<file path="config.mk">
export PLATFORM = sky130hd
export DESIGN_NAME = ocmp_timer
export DESIGN_NICKNAME = d
export VERILOG_FILES = /design/src/rtl/ocmp_pkg.sv /design/src/rtl/ocmp_prescaler.sv /design/src/rtl/ocmp_channel.sv /design/src/rtl/ocmp_timer.sv
export SDC_FILE = /design/constraint.sdc
export NUM_CORES = 1
export LEC_CHECK = 0
export BUFFER_PORTS_ARGS = -buffer_cell sky130_fd_sc_hd__buf_2
export CAP_MARGIN = 20
export CORE_ASPECT_RATIO = 0.75
export CORE_MARGIN = 2
export CORE_UTILIZATION = 40
export CTS_BUF_LIST = sky130_fd_sc_hd__clkbuf_16
export DETAILED_ROUTE_END_ITERATION = 12
export GPL_ROUTABILITY_DRIVEN = 1
export GPL_TIMING_DRIVEN = 0
export PLACE_DENSITY_LB_ADDON = 0.25
export REMOVE_ABC_BUFFERS = 1
export SETUP_SLACK_MARGIN = 0.1
export SLEW_MARGIN = 10
export SYNTH_ARGS = -nofsm -noshare
export SYNTH_HDL_FRONTEND = slang
export SYNTH_HIERARCHICAL = 1
export SYNTH_SLANG_ARGS = --single-unit
</file>
<file path="constraint.sdc">
create_clock -name clk -period 3.6 [get_ports clk]
set_clock_uncertainty 0.1 [all_clocks]
set_input_delay 0 -clock clk [delete_from_list [all_inputs] [get_ports clk]]
set_output_delay 0 -clock clk [all_outputs]
set_load 0.03 [all_outputs]
</file>
<file path="src/rtl/ocmp_pkg.sv">
`timescale 1ns/1ps
package ocmp_pkg;
  localparam int CNT_W   = 16;
  localparam int DW      = 8;
  localparam int AW      = 4;
  localparam int NCH     = 2;
  localparam int PRESC_W = 3;
  localparam int SYNC_N  = 2;

  localparam logic [CNT_W-1:0] CMP_RST = 16'h8000;
  localparam logic [CNT_W-1:0] CNT_RST = 16'hFFFC;

  localparam logic [AW-1:0] A_CFG_A  = 4'd0;
  localparam logic [AW-1:0] A_CFG_B  = 4'd1;
  localparam logic [AW-1:0] A_STAT   = 4'd2;
  localparam logic [AW-1:0] A_CH_BASE = 4'd3;
  localparam logic [AW-1:0] A_CNT_HI = 4'd7;
  localparam logic [AW-1:0] A_CNT_LO = 4'd8;

  typedef enum logic [1:0] {
    CLK_DIV4 = 2'b00,
    CLK_DIV2 = 2'b01,
    CLK_DIV8 = 2'b10,
    CLK_EXT  = 2'b11
  } clk_sel_e;

  // Prescaler phase mask: a tick fires when all masked bits are one.
  function automatic logic [PRESC_W-1:0] div_mask(clk_sel_e s);
    case (s)
      CLK_DIV2: return PRESC_W'(1);
      CLK_DIV4: return PRESC_W'(3);
      CLK_DIV8: return PRESC_W'(7);
      default:  return '0;
    endcase
  endfunction

  // Counter value at which a channel with compare value c reports a match.
  function automatic logic [CNT_W-1:0] match_target(logic [CNT_W-1:0] c, clk_sel_e s);
    return (s == CLK_DIV2) ? c : c + CNT_W'(1);
  endfunction

  function automatic logic [AW-1:0] hi_addr(int ch);
    return A_CH_BASE + AW'(2 * ch);
  endfunction

  function automatic logic [AW-1:0] lo_addr(int ch);
    return A_CH_BASE + AW'(2 * ch + 1);
  endfunction

  // Status register bit that carries a channel's flag.
  function automatic int stat_bit(int ch);
    return (ch == 0) ? 6 : 3;
  endfunction
endpackage

</file>
<file path="src/rtl/ocmp_prescaler.sv">
`timescale 1ns/1ps
module ocmp_prescaler
  import ocmp_pkg::*;
#(
  parameter int PW   = PRESC_W,
  parameter int SYNC = SYNC_N
) (
  input  logic     clk,
  input  logic     rst_n,
  input  clk_sel_e sel,
  input  logic     ext_clk,
  output logic     tick
);
  logic [PW-1:0]   div_q;
  logic [SYNC-1:0] sync_q;
  logic            ext_prev_q;
  logic            ext_rise;
  logic [PW-1:0]   mask;

  always_ff @(posedge clk) begin
    if (!rst_n) begin
      div_q      <= '0;
      sync_q     <= '0;
      ext_prev_q <= 1'b0;
    end else begin
      div_q      <= div_q + PW'(1);
      sync_q     <= {sync_q[SYNC-2:0], ext_clk};
      ext_prev_q <= sync_q[SYNC-1];
    end
  end

  always_comb begin
    mask     = PW'(div_mask(sel));
    ext_rise = sync_q[SYNC-1] & ~ext_prev_q;
    tick     = (sel == CLK_EXT) ? ext_rise : ((div_q & mask) == mask);
  end
endmodule

</file>
<file path="src/rtl/ocmp_channel.sv">
`timescale 1ns/1ps
module ocmp_channel
  import ocmp_pkg::*;
#(
  parameter int              W    = CNT_W,
  parameter int              BW   = DW,
  parameter logic [W-1:0]    RSTV = CMP_RST
) (
  input  logic          clk,
  input  logic          rst_n,
  input  logic          wr_hi,
  input  logic          wr_lo,
  input  logic          rd_lo,
  input  logic          stat_rd,
  input  logic [BW-1:0] wdata,
  input  logic          tick,
  input  logic [W-1:0]  cnt_next,
  input  clk_sel_e      sel,
  input  logic          oe,
  input  logic          lvl,
  output logic [W-1:0]  cmp_q,
  output logic          flag_q,
  output logic          latch_q,
  output logic          hit
);
  localparam int HB = W - BW;

  logic blocked_q;
  logic arm_q;
  logic lo_acc;

  always_comb begin
    lo_acc = wr_lo | rd_lo;
    hit    = tick & ~blocked_q & (cnt_next == match_target(cmp_q, sel));
  end

  always_ff @(posedge clk) begin
    if (!rst_n) begin
      cmp_q     <= RSTV;
      blocked_q <= 1'b0;
      flag_q    <= 1'b0;
      arm_q     <= 1'b0;
      latch_q   <= 1'b0;
    end else begin
      if (wr_hi) begin
        cmp_q[W-1:BW] <= wdata[HB-1:0];
        blocked_q     <= 1'b1;
      end
      if (wr_lo) begin
        cmp_q[BW-1:0] <= wdata;
        blocked_q     <= 1'b0;
      end
      if (hit)                 flag_q <= 1'b1;
      else if (lo_acc && arm_q) flag_q <= 1'b0;
      if (stat_rd)     arm_q <= flag_q;
      else if (lo_acc) arm_q <= 1'b0;
      if (hit && oe) latch_q <= lvl;
    end
  end

  assert_flag_from_hit_R3: assert property (@(posedge clk) disable iff (!rst_n)
    $rose(flag_q) |-> $past(hit));
  assert_blocked_no_set_R4: assert property (@(posedge clk) disable iff (!rst_n)
    blocked_q |=> !$rose(flag_q));
  assert_latch_hold_R5: assert property (@(posedge clk) disable iff (!rst_n)
    !(hit && oe) |=> $stable(latch_q));
  assert_clear_needs_seq_R7: assert property (@(posedge clk) disable iff (!rst_n)
    $fell(flag_q) |-> $past(lo_acc && arm_q));
  assert_cmp_cpu_only_R10: assert property (@(posedge clk) disable iff (!rst_n)
    !(wr_hi || wr_lo) |=> $stable(cmp_q));
endmodule

</file>
<file path="src/rtl/ocmp_timer.sv">
`timescale 1ns/1ps
module ocmp_timer
  import ocmp_pkg::*;
(
  input  logic          clk,
  input  logic          rst_n,
  input  logic [AW-1:0] bus_addr,
  input  logic [DW-1:0] bus_wdata,
  input  logic          bus_wr,
  input  logic          bus_rd,
  output logic [DW-1:0] bus_rdata,
  input  logic          ext_clk,
  input  logic          irq_mask,
  input  logic [NCH-1:0] gpio_in,
  output logic [NCH-1:0] cmp_pin,
  output logic          irq
);
  logic [DW-1:0]    cfg_a_q, cfg_b_q;
  logic [CNT_W-1:0] cnt_q, cnt_next;
  logic             tick;
  clk_sel_e         sel;
  logic             stat_rd;
  logic [NCH-1:0]   flag, latch, hit, oe, lvl;
  logic [CNT_W-1:0] cmp [NCH];
  logic [DW-1:0]    stat_byte;

  assign sel      = clk_sel_e'(cfg_b_q[1:0]);
  assign cnt_next = cnt_q + CNT_W'(1);
  assign stat_rd  = bus_rd && (bus_addr == A_STAT);

  always_ff @(posedge clk) begin
    if (!rst_n) begin
      cfg_a_q <= '0;
      cfg_b_q <= '0;
      cnt_q   <= CNT_RST;
    end else begin
      if (bus_wr && bus_addr == A_CFG_A) cfg_a_q <= bus_wdata;
      if (bus_wr && bus_addr == A_CFG_B) cfg_b_q <= bus_wdata;
      if (tick) cnt_q <= cnt_next;
    end
  end

  ocmp_prescaler u_presc (
    .clk     (clk),
    .rst_n   (rst_n),
    .sel     (sel),
    .ext_clk (ext_clk),
    .tick    (tick)
  );

  for (genvar i = 0; i < NCH; i++) begin : g_ch
    assign oe[i]  = cfg_b_q[DW-1-i];
    assign lvl[i] = cfg_a_q[i];
    assign cmp_pin[i] = oe[i] ? latch[i] : gpio_in[i];

    ocmp_channel u_ch (
      .clk      (clk),
      .rst_n    (rst_n),
      .wr_hi    (bus_wr && bus_addr == hi_addr(i)),
      .wr_lo    (bus_wr && bus_addr == lo_addr(i)),
      .rd_lo    (bus_rd && bus_addr == lo_addr(i)),
      .stat_rd  (stat_rd),
      .wdata    (bus_wdata),
      .tick     (tick),
      .cnt_next (cnt_next),
      .sel      (sel),
      .oe       (oe[i]),
      .lvl      (lvl[i]),
      .cmp_q    (cmp[i]),
      .flag_q   (flag[i]),
      .latch_q  (latch[i]),
      .hit      (hit[i])
    );
  end

  always_comb begin
    stat_byte = '0;
    for (int i = 0; i < NCH; i++) stat_byte[stat_bit(i)] = flag[i];
  end

  always_comb begin
    bus_rdata = '0;
    case (bus_addr)
      A_CFG_A:  bus_rdata = cfg_a_q;
      A_CFG_B:  bus_rdata = cfg_b_q;
      A_STAT:   bus_rdata = stat_byte;
      A_CNT_HI: bus_rdata = cnt_q[CNT_W-1:DW];
      A_CNT_LO: bus_rdata = cnt_q[DW-1:0];
      default: begin
        for (int i = 0; i < NCH; i++) begin
          if (bus_addr == hi_addr(i)) bus_rdata = cmp[i][CNT_W-1:DW];
          if (bus_addr == lo_addr(i)) bus_rdata = cmp[i][DW-1:0];
        end
      end
    endcase
  end

  assign irq = cfg_a_q[DW-1] & (|flag) & ~irq_mask;

  assert_cnt_idle_R2: assert property (@(posedge clk) disable iff (!rst_n)
    !tick |=> $stable(cnt_q));
  assert_cnt_step_R2: assert property (@(posedge clk) disable iff (!rst_n)
    tick |=> cnt_q == CNT_W'($past(cnt_q) + CNT_W'(1)));
  assert_irq_gate_R8: assert property (@(posedge clk) disable iff (!rst_n)
    irq |-> (!irq_mask && (|flag)));
endmodule

</file>
Word level (Yosys, flattened, before mapping)
Cells that the tools add are included.
- equal/unequal tests: 14
- reductions and logical operators: 22
- add/subtract/negate cells: 4
- bitwise gates (word level): 15
- multiplexer cells: 19
- operators by type and width (cell ; number):
    $add A16 B1 Y16 const B ; 3
    $pmux W8 S5 ; 1
    $eq A16 B16 Y1 ; 2
    $mux W16 ; 2
    $mux W8 ; 4
    $eq A4 B3 Y1 const B ; 4
    $logic_and A1 B1 Y1 ; 13
    $mux W1 ; 11
    $pmux W3 S3 ; 1
    $eq A4 B2 Y1 const B ; 2
    $reduce_bool A2 Y1 ; 4
    $and A1 B1 Y1 ; 7
    $reduce_or A2 Y1 ; 3
    $not A1 Y1 ; 5
    $eq A2 B2 Y1 const B ; 2
    $eq A4 B1 Y1 const B ; 1
    $eq A4 B4 Y1 const B ; 1
    $logic_not A4 Y1 ; 1
    $add A3 B1 Y3 const B ; 1
    $and A3 B3 Y3 ; 1
    $eq A3 B3 Y1 ; 1
    $eq A2 B1 Y1 const B ; 1
    $logic_not A2 Y1 ; 1
    $or A1 B1 Y1 ; 2
- bits in registers: 78
- logic and storage cells: 92
- input bits: 20
- output and inout port bits: 11

Longest topological paths before layout
- depth after elaboration: 8
- mapped depth: 12
- mapped depth without buffers: 11

Cells and area by module
Netlist, hierarchy kept.
- by module, submodules not included (module ; cells an instance ; sequential area each (um^2) ; instances ; area each (um^2)):
    ocmp_channel ; 149 ; 400.4 ; 2 ; 1347.5
    ocmp_timer ; 289 ; 640.6 ; 1 ; 2326.0
    ocmp_prescaler ; 19 ; 120.1 ; 1 ; 222.7

Worst setup path before layout
OpenSTA, ideal clock, no wires.
- kind: reg-to-reg
- start: reg cnt_q[3]
- end: reg g_ch[1].u_ch.latch_q
- slack: 881 ps
- stages on the path, launching flop included: 13
- arrival time: 2500 ps
- buffers on the path: 1
- period minus slack after synthesis: 2719 ps
- setup time: 119 ps
- cells stage by stage: dfxtp_1 buf_2 nand3_4 nor4_1 nand3_1 xnor2_1 xor2_1 xnor2_1 and3b_1 mux2i_1 a22oi_1 nand4_1 mux2i_1
- cells in the longest elaborated chain, start to end: 4
- RTL lines (what ; RTL line ; source):
    start: declaration ; ocmp_timer.sv:19 ; logic [CNT_W-1:0] cnt_q, cnt_next;
    start signal: assignment ; ocmp_timer.sv:39 ; if (tick) cnt_q <= cnt_next;
    $add A16 B1 Y16 ; ocmp_timer.sv:28 ; assign cnt_next = cnt_q + CNT_W'(1);
    named net cnt_next[13] ; ocmp_timer.sv:19 ;
    $eq A16 B16 Y1 ; ocmp_channel.sv:34 ; hit = tick & ~blocked_q & (cnt_next == match_target(cmp_q, sel));
    $and A1 B1 Y1 ; ocmp_channel.sv:34 ;
    $logic_and A1 B1 Y1 ; ocmp_channel.sv:57 ; if (hit && oe) latch_q <= lvl;
    end signal: assignment ; ocmp_channel.sv:57 ;
    end: declaration ; ocmp_channel.sv:23 ; output logic latch_q,
The timed path passes the listed nets, and every way through them passes these cells.
A chain may end at the register's enable or synchronous reset.

Worst setup path after layout
- start: reg cnt_q[4]
- end: reg g_ch[0].u_ch.flag_q
- cells in the longest elaborated chain, start to end: 4
- RTL lines (what ; RTL line ; source):
    $add A16 B1 Y16 * ; ocmp_timer.sv:28 ;
    named net cnt_next[13] ; ocmp_timer.sv:19 ;
    $eq A16 B16 Y1 * ; ocmp_channel.sv:34 ;
    $and A1 B1 Y1 * ; ocmp_channel.sv:34 ;
    named net hit[0] ; ocmp_timer.sv:23 ; logic [NCH-1:0] flag, latch, hit, oe, lvl;
    $mux W1 or $reduce_bool A2 Y1 (tied branches) ; - ;
    end signal: assignment ; ocmp_channel.sv:41 ; flag_q <= 1'b0;
    end signal: assignment ; ocmp_channel.sv:53 ; if (hit) flag_q <= 1'b1;
    end signal: assignment ; ocmp_channel.sv:54 ; else if (lo_acc && arm_q) flag_q <= 1'b0;
    end: declaration ; ocmp_channel.sv:22 ; output logic flag_q,
The timed path passes the listed nets; every way through them passes the cells marked *.

==> impl_summary.txt <==
----------------------------------------------------
[Floorplanning]
  Die span in x ... 136.2 um
  Starting Density ... 40.71%
  Full die area ... 0.01405 mm^2
  I/O pin cnt ... 31
  Die span in y ... 103.2 um
  Number of cell rows ... 36
  Area of the core region ... between 0.01 and 0.015 mm^2

[Place]
  Placed inst area ... 0.005499 mm^2
  Gpl congestion ... 0.8791
  Placed wire-length estimate after detailed placement ... around 12,000 um
  Number of buffer cells added on primary ports ... 30

[Critical path]
  Logic depth of the worst register-to-register path ... 11
  Total stage count of the critical path ... 11
  Crit path buffers/inverters ... 0
  Crit path kind ... flop to flop
  Sequence of cells on the critical path ... nand3_4 -> nor4_4 -> nand3_1 -> xnor2_4 -> xor2_1 -> xnor2_1 -> and3b_1 -> mux2i_1 -> a22oi_1 -> and3_1 -> o21a_1
  Master of the slowest instance on the critical path ... sky130_fd_sc_hd__dfxtp_1
  Worst reg2reg setup slack ... ~0.22 ns
  Termination of the worst setup path ... g_ch[0].u_ch/flag_q$_SDFFE_PN0P_
  Largest fanout on the critical path ... 10
  R2R Path Start ... cnt_q[4]$_SDFFE_PN1P_
  Delay contributed by the slowest stage of the critical path ... 0.54 ns
  Arr. time, crit path ... 3.57 ns
  Startpoint type of the worst setup path ... flop
  CP delay by family, top ... simple AND/OR/NAND/NOR gates
  Reg2Reg Capture Point ... g_ch[0].u_ch/flag_q$_SDFFE_PN0P_
  Required time reported for the critical path endpoint ... 3.79 ns
  Category of the worst setup path capture point ... flop
  Startpoint of the worst setup timing path ... cnt_q[4]$_SDFFE_PN1P_

[Yosys]
  Flop and latch count out of synthesis ... 78
  Average footprint of a synthesized cell ... 8.653 um^2
  Count of flip-flops with a built-in enable after synthesis ... 0
  Count of warnings emitted by yosys ... 6
  Netlist area before placement ... 0.005244 mm^2
  Mapped Cells ... 606
  Portion of the post-synthesis area used by sequential elements ... 29.78%
  Cell variety after synth ... slightly below 60
  Flip-flop cell with the highest count after synthesis ... sky130_fd_sc_hd__dfxtp_1
  Asr flop ratio synth ... 0%

[CTS]
  Post-CTS setup buffer count ... 0
  Clock Sink Count ... 78
  Number of buffers created by CTS ... 9
  CTS Buffer Depth ... 2
  Worst-path clk slew ... 0.06 ns
  Root buf cell ... sky130_fd_sc_hd__clkbuf_16
  Clock tree from TritonCTS ... yes
  Number of levels the H-tree was split into ... 3
  Clock Latency Late Sink ... about 0.34 ns

[Detailed routing]
  Total detailed-routing wirelength ... ~16,000 um
  Routed wirelength normalized by instance count ... between 20 and 25 um
  Detailed-router iteration count before antenna repair ... 5
  Detailed router's first-iteration violation count ... 482
  Vias post-DR ... 4,664
  Drc violations ... 0
  Via density per instance ... 5.874
  Post-route ant nets ... 0

[STA]
  Final worst-path cycle share ... 93.83%
  Fmax ... 296.1 MHz
  Post-layout min period ... approximately 3.4 ns
  Setup-violating endpoint count in the final report ... 0
  Hold Vio Cnt, Final ... 0
  Slew at the pin with the worst max-slew slack ... 0.8948 ns
  Unrepaired setup endpoints after global routing ... no
  Relative slew slack ... 40.15%
  Number of max-slew violations in the final report ... 0

[Pwr]
  Largest vdd supply drop ... 0.2159 mV
  Internal ... between 1000 and 1500 uW
  Net switching fraction of the power ... between 20% and 30%
  Switching power of the nets ... 495.1 uW
  Leakage power of the design ... about 0.0021 uW
  Cell area power density ... 321.7 mW/mm^2
  Clock power frac ... 42.5%
  Pwr Total ... 1903 uW
  Share of total power in combinational logic ... a little over a tenth
  Sequential power share ... approximately 47%

[Global route]
  Grt total ovfl ... 0
  Number of antenna violations at the first check in global routing ... 0
  Largest net degree at the start of global routing ... 45
  Total track usage ... between 20% and 30%
  Vias in the first global route ... 4,192
  Wire length of the first global-routing pass ... ~25,000 um

[Final layout]
  Final net count ... 644
  Fraction of final layout cells with drive strength greater than 1 ... 14.45%
  Fill cell count ... between 1,000 and 1,500
  Number of inserted diodes ... 0
  Post-synthesis to final-layout area growth ... 12.79%
  Post-route cell area ... 0.005914 mm^2

[Min path]
  Worst min path class ... input port to flop

[Flow run]
  Max Cap Viol ... 0

[Run status]
  Result of the run ... finished clean

----------------------------------------------------
[routing by layer]
metal,GRT usage (%),share of wire [%],vias to the layer above
li1,-,-,2193
met1,35.42,50,2276
met2,35.76,42,180
met3,3.638,6.3,15
met4,4.968,1.1,0
met5,0,0,-
[sequential cells by signal (all words and copies together) (netlist names)]
name and cells:
cfg_a_q 8, cfg_b_q 8, cnt_q 16, g_ch.u_ch/arm_q 2, g_ch.u_ch/blocked_q 2, g_ch.u_ch/cmp_q 32
g_ch.u_ch/flag_q 2, g_ch.u_ch/latch_q 2, u_presc/div_q 3, u_presc/ext_prev_q 1, u_presc/sync_q 2
[layout by cell type, fill, tap and decap left out, types with 5 or more instances in the layout]
cell type                       count
sky130_fd_sc_hd__and4_1             5
sky130_fd_sc_hd__buf_2             30
sky130_fd_sc_hd__nor4_1             6
sky130_fd_sc_hd__o21ai_0           11
sky130_fd_sc_hd__mux2_2             7
sky130_fd_sc_hd__nor3b_1            7
sky130_fd_sc_hd__and3_1             9
sky130_fd_sc_hd__nor3_1            16
sky130_fd_sc_hd__a22o_1             8
sky130_fd_sc_hd__nor2b_1           53
sky130_fd_sc_hd__nand2_1           47
sky130_fd_sc_hd__and3b_1            6
sky130_fd_sc_hd__a22oi_1           13
sky130_fd_sc_hd__dfxtp_1           73
sky130_fd_sc_hd__nand4_1           15
sky130_fd_sc_hd__a21boi_0          10
sky130_fd_sc_hd__nand3_1           23
sky130_fd_sc_hd__and2_1            10
sky130_fd_sc_hd__inv_1             12
sky130_fd_sc_hd__xnor2_1           42
sky130_fd_sc_hd__mux2i_1           54
sky130_fd_sc_hd__xor2_1            26
sky130_fd_sc_hd__dfxtp_2            5
sky130_fd_sc_hd__nor2_1            22
sky130_fd_sc_hd__nand3_2            5
sky130_fd_sc_hd__dlygate4sd3_1      9
sky130_fd_sc_hd__a21oi_1            8
sky130_fd_sc_hd__clkbuf_16          9
[synth_stat cells (6+ instances only)]
master                     count  area [um^2]
sky130_fd_sc_hd__a22o_1        8        70.07
sky130_fd_sc_hd__clkbuf_1     21        78.83
sky130_fd_sc_hd__mux2i_1      54        540.5
sky130_fd_sc_hd__buf_2        10        50.05
sky130_fd_sc_hd__nor4_1        9        56.30
sky130_fd_sc_hd__o21ai_0      11        55.05
sky130_fd_sc_hd__nand3_1      23        115.1
sky130_fd_sc_hd__inv_1        11        41.29
sky130_fd_sc_hd__and2_1       10        62.56
sky130_fd_sc_hd__a21oi_1       8        40.04
sky130_fd_sc_hd__xnor2_1      45        394.1
sky130_fd_sc_hd__nor3_1       18        90.09
sky130_fd_sc_hd__a21boi_0     10        75.07
sky130_fd_sc_hd__dfxtp_1      78         1562
sky130_fd_sc_hd__nor2b_1      53        331.6
sky130_fd_sc_hd__mux2_2        7        78.83
sky130_fd_sc_hd__nor2_1       22        82.58
sky130_fd_sc_hd__nand4_1      15        93.84
sky130_fd_sc_hd__xor2_1       26        227.7
sky130_fd_sc_hd__and3b_1       6        52.55
sky130_fd_sc_hd__a22oi_1      13        97.59
sky130_fd_sc_hd__nor3b_1       8        60.06
sky130_fd_sc_hd__and3_1        9        56.30
sky130_fd_sc_hd__nand2_1      47        176.4
[per-stage QoR]
stage	setup WS, ns	TNS (ns)	utilization, %	cells	hold WS, ns
floorplan	0.8260	0	-	566	-0.03806
global placement	-0.2257	-0.7686	42.21	767	0.1181
detailed placement	-0.2387	-0.7241	42.69	771	0.1200
CTS	0.06347	0	45.52	794	0.02555
global route	0.1377	0	45.91	794	0.06665
finish	0.2223	0	45.91	794	0.03961
[power by group through the flow]
stage                     logic, uW  registers, uW  clock network [uW]
after floorplan                 107            906                   0
after global placement          180            912                   0
after detailed placement        187            913                   0
after CTS                       195            894                 822
after global routing            213            896                 854
final                           198            895                 809
[repair_timing]
action	4_1_cts	5_1_grt
hold buffers	9	0
hold endpoints to repair	41	0
setup endpoints to repair	4	4
resized for setup	3	11
[cell families after synthesis]
logic type | Yosys count | share of synthesized area [%]
and+or+nand+nor | 258 | 29.90
AOI/OAI and AO/OA | 82 | 11.60
DFF | 78 | 29.78
xor gates and xnor gates | 71 | 11.86
muxes | 61 | 11.81
buffers and inverters | 52 | 4.104
adders and majority gates | 4 | 0.9545
[how the worst min path moves through the flow]
| stage | start | end | slack [ns] | cells after the start |
|---|---|---|---|---|
| 2_1_floorplan | rst_n | cnt_q[10]$_SDFFE_PN1P_ | -0.04 | 1 |
| 3_3_place_gp | ext_clk | u_presc/sync_q[0]$_SDFF_PN0_ | 0.12 | 2 |
| 3_5_place_dp | ext_clk | u_presc/sync_q[0]$_SDFF_PN0_ | 0.12 | 2 |
| 4_1_cts | bus_rd | g_ch[0].u_ch/arm_q$_SDFFE_PN0P_ | 0.03 | 5 |
| 5_1_grt | bus_rd | g_ch[1].u_ch/arm_q$_SDFFE_PN0P_ | 0.07 | 5 |
| 6_report | bus_rd | g_ch[0].u_ch/arm_q$_SDFFE_PN0P_ | 0.04 | 5 |
[worst reg2reg max path: stages, from the launching register on]
cell                      delay, ns
sky130_fd_sc_hd__dfxtp_1       0.54
sky130_fd_sc_hd__nand3_4       0.19
sky130_fd_sc_hd__nor4_4        0.39
sky130_fd_sc_hd__nand3_1       0.23
sky130_fd_sc_hd__xnor2_4       0.30
sky130_fd_sc_hd__xor2_1        0.34
sky130_fd_sc_hd__xnor2_1       0.15
sky130_fd_sc_hd__and3b_1       0.16
sky130_fd_sc_hd__mux2i_1       0.06
sky130_fd_sc_hd__a22oi_1       0.38
sky130_fd_sc_hd__and3_1        0.34
sky130_fd_sc_hd__o21a_1        0.16
[final cells by class]
cell class | count | area, um^2 | area share, %
multi-input combinational | 476 | 3546 | 59.95
clock inverter | 5 | 30.03 | 0.5077
clock buffer | 9 | 225.2 | 3.808
inverter | 12 | 45.04 | 0.7616
sequential | 78 | 1568 | 26.51
tap | 171 | 214.0 | 3.618
timing repair buffer | 43 | 286.5 | 4.845
Note: power is estimated with default switching activity, not from simulation.
